--- src/rtl/sc_ctl_pkg.sv ---
package sc_ctl_pkg;
  localparam int BYTE_W = 8;
  localparam logic [5:0] DEV_ADDR = 6'b000101;

  typedef enum logic [1:0] {
    XT_AUDIO  = 2'b00,
    XT_RSVD1  = 2'b01,
    XT_FORMAT = 2'b10,
    XT_RSVD3  = 2'b11
  } xfer_t;

  typedef struct packed {
    logic [1:0] clk_sel;
    logic [2:0] fmt;
    logic [5:0] vol;
    logic [1:0] deemph;
    logic       mute;
  } cfg_t;

  localparam cfg_t CFG_DEFAULT = '{clk_sel: 2'b10, fmt: 3'b000, vol: 6'd0,
                                   deemph: 2'b00, mute: 1'b0};
  localparam logic [5:0] RESTORE_KEY = 6'b000001;
endpackage

--- src/rtl/sc_sync.sv ---
module sc_sync #(
  parameter int WIDTH  = 3,
  parameter int STAGES = 2
) (
  input  logic             clk,
  input  logic             rst_n,
  input  logic [WIDTH-1:0] d,
  output logic [WIDTH-1:0] q
);
  logic [WIDTH-1:0] pipe [STAGES];

  generate
    for (genvar s = 0; s < STAGES; s++) begin : g_stage
      always_ff @(posedge clk or negedge rst_n) begin
        if (!rst_n) pipe[s] <= '0;
        else if (s == 0) pipe[s] <= d;
        else pipe[s] <= pipe[(s == 0) ? 0 : s-1];
      end
    end
  endgenerate

  assign q = pipe[STAGES-1];
endmodule

--- src/rtl/sc_shifter.sv ---
module sc_shifter #(
  parameter int BW = sc_ctl_pkg::BYTE_W
) (
  input  logic          clk,
  input  logic          rst_n,
  input  logic          s_clk,
  input  logic          s_data,
  input  logic          s_mode,
  output logic          byte_vld,
  output logic [BW-1:0] byte_q,
  output logic          byte_is_data
);
  localparam int CW = $clog2(BW);
  localparam logic [CW-1:0] LAST = CW'(BW - 1);

  logic          clk_d, mode_d;
  logic [CW-1:0] cnt;
  logic [BW-1:0] sh;
  logic          rise, mode_chg;

  assign rise     = s_clk & ~clk_d;
  assign mode_chg = s_mode ^ mode_d;

  always_ff @(posedge clk or negedge rst_n) begin
    if (!rst_n) begin
      clk_d        <= 1'b0;
      mode_d       <= 1'b0;
      cnt          <= '0;
      sh           <= '0;
      byte_vld     <= 1'b0;
      byte_q       <= '0;
      byte_is_data <= 1'b0;
    end else begin
      clk_d    <= s_clk;
      mode_d   <= s_mode;
      byte_vld <= 1'b0;
      if (mode_chg) begin
        cnt <= '0;
      end else if (rise) begin
        sh <= {s_data, sh[BW-1:1]};
        if (cnt == LAST) begin
          cnt          <= '0;
          byte_vld     <= 1'b1;
          byte_q       <= {s_data, sh[BW-1:1]};
          byte_is_data <= s_mode;
        end else begin
          cnt <= cnt + 1'b1;
        end
      end
    end
  end

  p_cnt_clear_r4: assert property (@(posedge clk) disable iff (!rst_n)
    mode_chg |=> (cnt == '0));
  p_strobe_pulse_r5: assert property (@(posedge clk) disable iff (!rst_n)
    byte_vld |=> !byte_vld);
endmodule

--- src/rtl/sc_regbank.sv ---
module sc_regbank
  import sc_ctl_pkg::*;
(
  input  logic        clk,
  input  logic        rst_n,
  input  logic        byte_vld,
  input  logic [7:0]  byte_q,
  input  logic        byte_is_data,
  output cfg_t        cfg
);
  logic  sel_q;
  xfer_t xfer_q;
  cfg_t  cfg_q;
  logic  addr_hit;
  logic [1:0] sub;
  logic [5:0] val;

  assign addr_hit = (byte_q[7:2] == DEV_ADDR);
  assign sub      = byte_q[7:6];
  assign val      = byte_q[5:0];

  always_ff @(posedge clk or negedge rst_n) begin
    if (!rst_n) begin
      sel_q  <= 1'b0;
      xfer_q <= XT_AUDIO;
      cfg_q  <= CFG_DEFAULT;
    end else if (byte_vld) begin
      if (!byte_is_data) begin
        sel_q  <= addr_hit;
        xfer_q <= xfer_t'(byte_q[1:0]);
      end else if (sel_q) begin
        case (xfer_q)
          XT_FORMAT: begin
            if (sub == 2'b00) begin
              cfg_q.clk_sel <= val[5:4];
              cfg_q.fmt     <= val[3:1];
            end
          end
          XT_AUDIO: begin
            case (sub)
              2'b00: cfg_q.vol <= val;
              2'b10: begin
                cfg_q.deemph <= val[4:3];
                cfg_q.mute   <= val[2];
              end
              2'b11: if (val == RESTORE_KEY) cfg_q <= CFG_DEFAULT;
              default: ;
            endcase
          end
          default: ;
        endcase
      end
    end
  end

  assign cfg = cfg_q;

  p_mismatch_r1: assert property (@(posedge clk) disable iff (!rst_n)
    (byte_vld && !byte_is_data && (byte_q[7:2] != DEV_ADDR)) |=> !sel_q);
  p_deselected_r1: assert property (@(posedge clk) disable iff (!rst_n)
    (byte_vld && byte_is_data && !sel_q) |=> $stable(cfg_q));
  p_format_bank_r6: assert property (@(posedge clk) disable iff (!rst_n)
    (byte_vld && byte_is_data && xfer_q == XT_FORMAT)
      |=> $stable({cfg_q.vol, cfg_q.deemph, cfg_q.mute}));
  p_restore_r9: assert property (@(posedge clk) disable iff (!rst_n)
    (byte_vld && byte_is_data && sel_q && xfer_q == XT_AUDIO && byte_q == 8'hC1)
      |=> (cfg_q == CFG_DEFAULT));
  p_idle_hold_r11: assert property (@(posedge clk) disable iff (!rst_n)
    !byte_vld |=> $stable(cfg_q));
endmodule

--- src/rtl/sc_ctl_slave.sv ---
module sc_ctl_slave
  import sc_ctl_pkg::*;
#(
  parameter int SYNC_STAGES = 2
) (
  input  logic       clk,
  input  logic       rst_n,
  input  logic       ctl_clk,
  input  logic       ctl_data,
  input  logic       ctl_mode,
  output logic [1:0] clk_sel,
  output logic [2:0] fmt_sel,
  output logic [5:0] vol_code,
  output logic [1:0] deemph,
  output logic       mute
);
  logic [2:0]        pins_s;
  logic              byte_vld, byte_is_data;
  logic [BYTE_W-1:0] byte_q;
  cfg_t              cfg;

  sc_sync #(.WIDTH(3), .STAGES(SYNC_STAGES)) u_sync (
    .clk   (clk),
    .rst_n (rst_n),
    .d     ({ctl_mode, ctl_data, ctl_clk}),
    .q     (pins_s)
  );

  sc_shifter #(.BW(BYTE_W)) u_shift (
    .clk          (clk),
    .rst_n        (rst_n),
    .s_clk        (pins_s[0]),
    .s_data       (pins_s[1]),
    .s_mode       (pins_s[2]),
    .byte_vld     (byte_vld),
    .byte_q       (byte_q),
    .byte_is_data (byte_is_data)
  );

  sc_regbank u_regs (
    .clk          (clk),
    .rst_n        (rst_n),
    .byte_vld     (byte_vld),
    .byte_q       (byte_q),
    .byte_is_data (byte_is_data),
    .cfg          (cfg)
  );

  assign clk_sel  = cfg.clk_sel;
  assign fmt_sel  = cfg.fmt;
  assign vol_code = cfg.vol;
  assign deemph   = cfg.deemph;
  assign mute     = cfg.mute;
endmodule

--- config.mk ---
export PLATFORM = sky130hd
export DESIGN_NAME = sc_ctl_slave
export DESIGN_NICKNAME = d
export VERILOG_FILES = /design/src/rtl/sc_ctl_pkg.sv /design/src/rtl/sc_sync.sv /design/src/rtl/sc_shifter.sv /design/src/rtl/sc_regbank.sv /design/src/rtl/sc_ctl_slave.sv
export SDC_FILE = /design/constraint.sdc
export NUM_CORES = 1
export LEC_CHECK = 0
export ABC_AREA = 0
export BUFFER_PORTS_ARGS = -buffer_cell sky130_fd_sc_hd__buf_2
export CORE_MARGIN = 4
export CORE_UTILIZATION = 47
export DETAILED_ROUTE_END_ITERATION = 6
export HOLD_SLACK_MARGIN = 0.12
export PLACE_DENSITY = 0.77
export RECOVER_POWER = 50
export SLEW_MARGIN = 5
export SYNTH_ARGS = -nofsm -noshare
export SYNTH_HDL_FRONTEND = slang
export SYNTH_SLANG_ARGS = --single-unit
--- constraint.sdc ---
create_clock -name clk -period 1.9 [get_ports clk]
set_clock_uncertainty 0.1 [all_clocks]
set_input_delay 0.38 -clock clk [delete_from_list [all_inputs] [get_ports clk]]
set_output_delay 0.38 -clock clk [all_outputs]
set_load 0.02 [all_outputs]
==> results of run 1 <==
==> synthesized netlist by cell type (all sizes together) (4+ instances only) <==
master	number	area, sq um
inv	5	18.8
dfrtp	44	1100
nand3	13	70.1
nand2	11	41.3
o211ai	6	45.0
a2bb2oi	5	43.8
nor2	8	37.5
buf	4	26.3
mux2	17	191
o221ai	4	35.0
clkbuf	5	18.8
o21ai	12	60.1
==> power by group <==
group | leakage (nW) | internal, mW | switching (mW) | total [mW]
logic | 0.426 | 0.0666 | 0.0475 | 0.114
registers | 0.594 | 1.03 | 0.0496 | 1.08
clock network | 0.0681 | 0.522 | 0.331 | 0.854
total | 1.09 | 1.62 | 0.428 | 2.05
==> cells by family (layout without fill, tap and decap cells) <==
| logic type | Yosys count | in the layout |
|---|---|---|
| simple gates | 52 | 52 |
| xor+xnor | 2 | 2 |
| mux | 20 | 20 |
| compound gates | 31 | 31 |
| fa+ha+maj | 2 | 2 |
| buf+inv | 14 | 42 |
| flops | 45 | 45 |
==> area by class of cell <==
class                      count  area, sq um
sequential                    45         1130
clock buffer                   5         68.8
timing repair buffer          29          180
fill                         350         1720
multi-input combinational    107          782
inverter                       5         18.8
clock inverter                 3         65.1
tap                           50         62.6
==> how the worst max path moves through the flow <==
stage,startpoint,endpoint,cells past startpoint
after floorplan,u_shift.byte_q[1]$_DFFE_PN0P_,u_regs.cfg[0]$_DFFE_PN0P_,4
after global placement,u_shift.byte_q[1]$_DFFE_PN0P_,u_regs.cfg[2]$_DFFE_PN0P_,3
after detailed placement,u_shift.byte_q[1]$_DFFE_PN0P_,u_regs.cfg[1]$_DFFE_PN0P_,3
after CTS,u_shift.byte_q[1]$_DFFE_PN0P_,u_regs.cfg[11]$_DFFE_PN0P_,3
after global routing,rst_n,u_sync.q[1]$_DFF_PN0_,3
final,u_shift.byte_q[1]$_DFFE_PN0P_,u_regs.cfg[11]$_DFFE_PN0P_,3
==> layout by cell type, fill, tap and decap left out, types with 3 or more instances in the layout <==
cell type      count
nand2_1           11
nor2_1             7
o221ai_1           4
o311ai_1           3
o211ai_1           6
a2bb2oi_1          5
clkbuf_8           5
nand3b_1           3
mux2_2            17
mux2i_1            3
nor4_1             3
dlygate4sd3_1      4
nor2b_1            3
dfrtp_1           44
nand3_1           12
o21ai_0           12
buf_2             19
buf_4              6
inv_1              5
==> state kept, by name, indices dropped and copies added, names as in the netlist <==
register	cells
u_regs.cfg	14
u_shift.byte_q	8
u_shift.sh	7
u_shift.cnt	3
u_sync.pipe	3
u_sync.q	3
u_regs.xfer_q	2
u_regs.sel_q	1
u_shift.byte_is_data	1
u_shift.byte_vld	1
u_shift.clk_d	1
u_shift.mode_d	1
==> per-layer routing <==
metal | track usage [%] | routed length, microns | up-vias
met5 | 0 | 0 | -
met4 | 6.56 | 63 | 0
met3 | 5.10 | 289 | 11
met2 | 28.1 | 2030 | 69
met1 | 19.6 | 1570 | 696
li1 | - | - | 660
==> worst reg2reg max path, cell delays in order (launching register included) <==
cell      delay (ps)
dfrtp_1          420
or4b_4           630
nor2_4           200
o221ai_1         160
==> what timing repair did <==
action                    4_1_cts  5_1_grt
hold buffers                    4        0
hold endpoints to repair       47        0
setup buffers                   0        0
==> results.toml, run 1 <==
[status]
status = "finished, final reports clean"

[floorplan]
dieArea_sq_um = 5300
die_w_microns = 72.8
die_h_microns = 72.8
rows = 23
core_area_sq_um = 4030
start_util_pct = 49.0
pin_count = 19

[setup_path]
path_delay_family = "simple AND/OR/NAND/NOR gates"
rrSetupSlack_ps = 260
crit_type = "reg -> reg"
crit_path_top_delay_cell = "or4b_4"
reg2reg_from = "u_shift.byte_q[1]$_DFFE_PN0P_"
worstPathRequired_ps = 1970
cp_max_fo = 10
critical-path-max-stage-delay_ps = 630
cp.arrival_ps = 1710
worst-path-buf-inv = 0
path_cells = "or4b_4 > nor2_4 > o221ai_1"
r2r_cells = 3
r2r-end = "u_regs.cfg[11]$_DFFE_PN0P_"
critPathLaunchType = "flip-flop"
endpoint_kind = "flip-flop"

[synthesis]
synth_top_family_by_area = "simple AND/OR/NAND/NOR gates"
yosys_warnings = 0
ys.flop_type = "dfrtp_1"
synthMuxAreaShare_pct = 11.2
synthSimpleGateAreaFrac_pct = 15.0
yosys.cell_types.count = 35
syn_inst = 166
synthAdderAreaFrac_pct = 1.27
mappedNetlistArea_sq_um = 1970
synth-xor-area-share_pct = 0.888
synth-seq-cells = 45
synth_edf_count = 0
synth_nets = 173
synth_compound_area_share_pct = 11.2
syn_avg_cell_area_sq_um = 11.9
synthArstFlopShare_pct = 100
yosysSeqAreaShare_pct = 57.1

[final_layout]
finalInstanceArea_sq_um = 2300
drive_gt1_share_pct = 28.4
area_delta_synth_final_pct = 16.8
antenna_cells = 0
fin_nets = 200
final_util_pct = 57.2
layout.cells.non_filler = 244

[drt]
dr_total_vias = 1436
drt-initial-drc-count = 148
drt_wl_total_microns = 3950
first_pass_iters = 4
postRouteAntennaNets = 0
route.detailed.drc = 0
vias_per_cell = 5.89
avgRoutedWirePerCell_microns = 16.2

[clocking]
numCtsBuffers = 5
clk_path_buf_depth = 2
clk-insertion-delay-late_ps = 300
ctsResizeCount = 0
htree_levels = 2
tritoncts = "yes"
clockRootBuffer = "clkbuf_8"
clk_pin_slew_ps = 90
cts_sinks = 45

[global_routing]
first_global_vias = 1425
track_usage_pct = 16.6
grt.overflow.total = 0
grt_pass1_wl_microns = 6760
grt_max_degree = 46
antenna_found_initial = 0

[sta]
tns_ps = 0
hold_ws_ps = 256
fmax_ghz = 0.609
worstMarginPinSlew_ps = 966
maxSlewHeadroom_pct = 35.6
period_share_pct = 86.5
setup_viol = 0
rsz0062_at_grt = "false"
drv_slew = 0
fin_ws_ps = 257
hold_viol_final = 0
post-route-min-period_ps = 1640

[placement]
preCtsSetupSlack_ps = 275
dp_cells = 232
io_buffers = 18
place_congestion = 0.870
place_area_sq_um = 2130
dp_hpwl_microns = 2820

[pwr]
p_total_mw = 2.05
leakage_nw = 1.09
vdd_ir_drop_max_v = 0.000631
powerDensity_nw_per_um2 = 889

[min_path]
whs_endpoint = "u_sync.q[1]$_DFF_PN0_"
worstHoldPathType = "reg -> reg"
hold_depth = 0
timing.hold.worst.start = "u_sync.pipe[4]$_DFF_PN0_"

[flow_run]
maxCapViolations = 0
Power figures use the tool's default switching activity.
==> run 2: changes to the inputs <==
- clock period: 1.9 -> 1.65 ns (I/O delays scaled with it)
==> results.toml, run 2 (same netlist as run 1, synthesis figures left out) <==
[final_layout]
area_delta_synth_final_pct = 17.6
final_common_cell = "dfrtp_1"
largest_reg_flops = 14
nFillCells = 349
antenna_cells = 0
drive_gt1_share_pct = 31.5
final_cell_mix = "44 x dfrtp_1, 17 x mux2_2, 17 x buf_2"
fin_nets = 206
multiInputGateArea_sq_um = 802
seq_area_sq_um = 1130

[global_routing]
grt_max_degree = 21
antenna_found_initial = 0
first_global_vias = 1488
grt.overflow.total = 0
track_usage_pct = 16.6
grt_pass1_wl_microns = 6770

[flow_run]
maxCapViolations = 0

[status]
status = "finished, final reports clean"

[sta]
drv_slew = 0
post-route-min-period_ps = 1630
fmax_ghz = 0.615
hold_ws_ps = 254
worstMarginPinSlew_ps = 495
maxSlewHeadroom_pct = 67.0
setup_viol = 0
fin_ws_ps = 24.6
period_share_pct = 98.5
hold_viol_final = 0
rsz0062_at_grt = "true"

[drt]
dr_total_vias = 1409
first_pass_iters = 4
vias_per_cell = 5.64
drt_wl_total_microns = 4000
route.detailed.drc = 0
avgRoutedWirePerCell_microns = 16.0
postRouteAntennaNets = 0
drt-initial-drc-count = 165

[clocking]
postCtsSetupBuffers = 0
clk_path_buf_depth = 2
clk_pin_slew_ps = 80
cts_sinks = 45
numCtsBuffers = 5
clk-insertion-delay-late_ps = 300
htree_levels = 2
tritoncts = "yes"
clockRootBuffer = "clkbuf_8"

[setup_path]
crit_type = "reg -> reg"
cp.arrival_ps = 1700
worstPathRequired_ps = 1720
cp_max_fo = 10
critPathLaunchType = "flip-flop"
endpoint_kind = "flip-flop"

[floorplan]
core_area_sq_um = 4030
pin_count = 19
start_util_pct = 49.0
die_w_microns = 72.8
die_h_microns = 72.8
dieArea_sq_um = 5300
rows = 23

[placement]
preCtsSetupSlack_ps = 7.16
dp_hpwl_microns = 2960
io_buffers = 18
place_congestion = 0.909

[pwr]
leakage_nw = 1.09
vdd_ir_drop_max_v = 0.000658
powerDensity_nw_per_um2 = 887
p_total_mw = 2.06

[min_path]
worstHoldPathType = "reg -> reg"
[run 2: changes by cell type in the layout (fill, tap and decap cells not counted), moves of 2 or more]
cell	delta
buf_2	-2
bufinv_16	-2
clkbuf_2	+3
o311ai_1	-2
buf_4	+5
o311ai_2	+2
clkinvlp_4	+2
[run 2: critical path: stages (launching register included)]
cell and delay (ps):
dfrtp_1 380, or4b_4 630, o311ai_2 270, nand3b_1 120
[run 2: through the flow]
step	util, %	cells	setup TNS (ps)	area, sq um
floorplan	-	166	0	1970
global placement	54.1	238	0	2180
detailed placement	54.1	238	0	2180
CTS	57.4	250	0	2310
global route	57.6	250	-62.9	2320
finish	57.6	250	0	2320
[run 2: report_power, final]
| part | internal, mW | switching (mW) |
|---|---|---|
| sequential | 1.19 | 0.0610 |
| clock | 0.298 | 0.378 |
| combinational | 0.0777 | 0.0554 |
[run 2: path summary, 6_finish.rpt]
kind / start / to / slack, ps / depth (start not counted)
max: u_shift.byte_q[1]$_DFFE_PN0P_ / u_regs.cfg[1]$_DFFE_PN0P_ / 20 / 3
min: u_sync.pipe[4]$_DFF_PN0_ / u_sync.q[1]$_DFF_PN0_ / 250 / 0
max reg2reg: u_shift.byte_q[1]$_DFFE_PN0P_ / u_regs.cfg[1]$_DFFE_PN0P_ / 20 / 3
min reg2reg: u_sync.pipe[4]$_DFF_PN0_ / u_sync.q[1]$_DFF_PN0_ / 250 / 0
max in group asynchronous: rst_n / u_shift.byte_q[1]$_DFFE_PN0P_ / 290 / 3
min in group asynchronous: rst_n / u_regs.cfg[10]$_DFFE_PN0P_ / 420 / 2
[run 2: final cells by class]
type                    instances  share of cell area (%)
flip-flops and latches         45                    48.6
multi-input cells             107                    34.6
repair buffers                 35                    9.60
clock buffers                   6                    3.13
well taps                      50                    2.70
inverters                       5                   0.809
clock inverters                 2                   0.647
[run 2: what timing repair did]
item | in CTS | in global routing
setup endpoints to repair | 1 | 14
gates resized for setup | 2 | 2
endpoints found under the hold margin | 20 | 0
hold buffers | 4 | 0
pin swaps | 0 | 1
[run 2: metal layers]
metal  wire length (microns)  vias up  global-route usage [%]
li1                        -      669                       -
met1                    1690      672                    19.1
met2                    1930       53                    27.3
met3                     230       15                    4.82
met4                     146        0                    9.84
met5                       0        -                       0
==> run 3: changes to the inputs <==
- SYNTH_HIERARCHICAL: unset -> 1
- clock period: 1.65 -> 1.9 ns (I/O delays scaled with it)
==> results.toml, run 3 <==
[synthesis]
synthArstFlopShare_pct = 100
yosys_warnings = 6
synth_top_cell_by_area = "dfrtp_1"
synth_area_leaders = "dfrtp_1 60%, mux2_2 11%, a22o_1 3.3%, a221oi_1 2.8%, nor2_1 2.6%"
synth-seq-cells = 45
mappedNetlistArea_sq_um = 1850
synth_most_common_cell = "dfrtp_1"
syn_inst = 140
yosysSeqAreaShare_pct = 61.0
yosys.cell_types.count = 36
yosysTopAreaCellShare_pct = 59.6
synth_edf_count = 0
ys.flop_type = "dfrtp_1"
synthTopCellsByCount = "44 x dfrtp_1, 18 x mux2_2, 13 x nor2_1"
syn_avg_cell_area_sq_um = 13.2
synth_nets = 147

[clocking]
ctsResizeCount = 0
clk_path_buf_depth = 2
tritoncts = "yes"
postCtsSetupBuffers = 0
clockRootBuffer = "clkbuf_8"
cts_sinks = 45
clk_pin_slew_ps = 80
numCtsBuffers = 5
clk-insertion-delay-late_ps = 290
htree_levels = 2

[floorplan]
start_util_pct = 49.4
rows = 22
die_h_microns = 70.7
die_w_microns = 70.7
core_area_sq_um = 3740
pin_count = 19
dieArea_sq_um = 5000

[drt]
drt_wl_total_microns = 3210
postRouteAntennaNets = 0
route.detailed.drc = 0
dr_total_vias = 1144
first_pass_iters = 4
drt-initial-drc-count = 73
vias_per_cell = 5.35
avgRoutedWirePerCell_microns = 15.0

[placement]
dp_hpwl_microns = 2260
dp_cells = 202
place_area_sq_um = 1980
io_buffers = 18
place_congestion = 0.798

[global_routing]
antenna_found_initial = 0
grt_pass1_wl_microns = 5780
track_usage_pct = 14.7
first_global_vias = 1192
grt.overflow.total = 0
grt_max_degree = 46

[setup_path]
crit_path_top_delay_cell = "xor2_1"
cp.arrival_ps = 1860
critical-path-max-stage-delay_ps = 450
path_cells = "xor2_1 > or2_1 > mux2_2"
critPathLaunchType = "flip-flop"
worst-path-buf-inv = 0
cp_max_fo = 7
worstPathRequired_ps = 1980
endpoint_kind = "flip-flop"
crit_type = "reg -> reg"
path_delay_family = "XOR/XNOR gates"

[sta]
fmax_ghz = 0.563
post-route-min-period_ps = 1770
setup_viol = 0
maxSlewHeadroom_pct = 36.7
rsz0062_at_grt = "false"
hold_viol_final = 0
period_share_pct = 93.4
worstMarginPinSlew_ps = 950
drv_slew = 0
tns_ps = 0

[final_layout]
layout.cells.non_filler = 214
nFillCells = 324
final_util_pct = 56.9
drive_gt1_share_pct = 32.5
finalInstanceArea_sq_um = 2130
antenna_cells = 0
final_common_cell = "dfrtp_1"
area_delta_synth_final_pct = 15.2
largest_reg_flops = 14
final_cell_mix = "44 x dfrtp_1, 19 x buf_2, 18 x mux2_2"
fin_nets = 172

[min_path]
worstHoldPathType = "reg -> reg"

[pwr]
leakage_nw = 1.04
p_total_mw = 1.93
powerDensity_nw_per_um2 = 907
vdd_ir_drop_max_v = 0.000562

[status]
status = "finished, final reports clean"

[flow_run]
maxCapViolations = 0
-- run 3: report_power, final --
| part | internal, mW | switching, mW | total, mW | leakage, nW |
|---|---|---|---|---|
| registers | 1.03 | 0.0519 | 1.08 | 0.594 |
| logic | 0.0640 | 0.0466 | 0.111 | 0.389 |
| clock network | 0.427 | 0.311 | 0.738 | 0.0574 |
-- run 3: metal layers --
metal,part of all wire [%],vias to the layer above,global-route usage [%]
met5,0,-,0
met3,3.1,6,4.40
li1,-,543,-
met2,49,20,23.1
met1,45,575,18.2
met4,2.5,0,7.72
-- run 3: final timing paths --
path	from	to	slack (ps)	cells after the start
min in group asynchronous	rst_n	u_regs/cfg[4]$_DFFE_PN0P_	750	3
worst min-delay path	u_sync/pipe[5]$_DFF_PN0_	u_sync/q[2]$_DFF_PN0_	250	0
max in group asynchronous	rst_n	u_sync/q[0]$_DFF_PN0_	360	3
worst min register to register	u_sync/pipe[5]$_DFF_PN0_	u_sync/q[2]$_DFF_PN0_	250	0
worst max-delay path	u_sync/q[2]$_DFF_PN0_	u_shift/sh[3]$_DFFE_PN0P_	130	3
worst max register to register	u_sync/q[2]$_DFF_PN0_	u_shift/sh[3]$_DFFE_PN0P_	130	3
-- run 3: kinds of logic after synthesis --
kind of cell,after synthesis,share of synthesized area [%]
simple gates,38,12.3
fa+ha+maj,2,1.35
flops,45,61.0
xor+xnor,1,0.474
compound gates,19,8.33
buf+inv,14,3.93
mux,21,12.6
-- run 3: what timing repair did --
| action | 4_1_cts | 5_1_grt |
|---|---|---|
| hold endpoints to repair | 47 | 0 |
| hold buffers | 4 | 0 |
| endpoints found under the setup margin | 0 | 9 |
-- run 3: layout make-up --
type	count	area [sq um]	share of cell area [%]
Sequential cell	45	1130	53.0
Inverter	8	30.0	1.41
Clock buffer	6	82.6	3.88
Tap cell	48	60.1	2.82
Clock inverter	2	37.5	1.76
Multi-Input combinational cell	81	648	30.5
Timing Repair Buffer	24	143	6.70
-- run 3: worst reg2reg max path, stage by stage, from the launching register on --
cell	delay, ps
dfrtp_1	400
xor2_1	450
or2_1	340
mux2_2	370
-- run 3: metrics by stage --
stage | hold WS [ps] | setup slack, ps
after global placement | 233 | 157
after CTS | 258 | 44.2
after global routing | 262 | 16.9
final | 255 | 125
after detailed placement | 237 | 57.5
after floorplan | -15.6 | 256
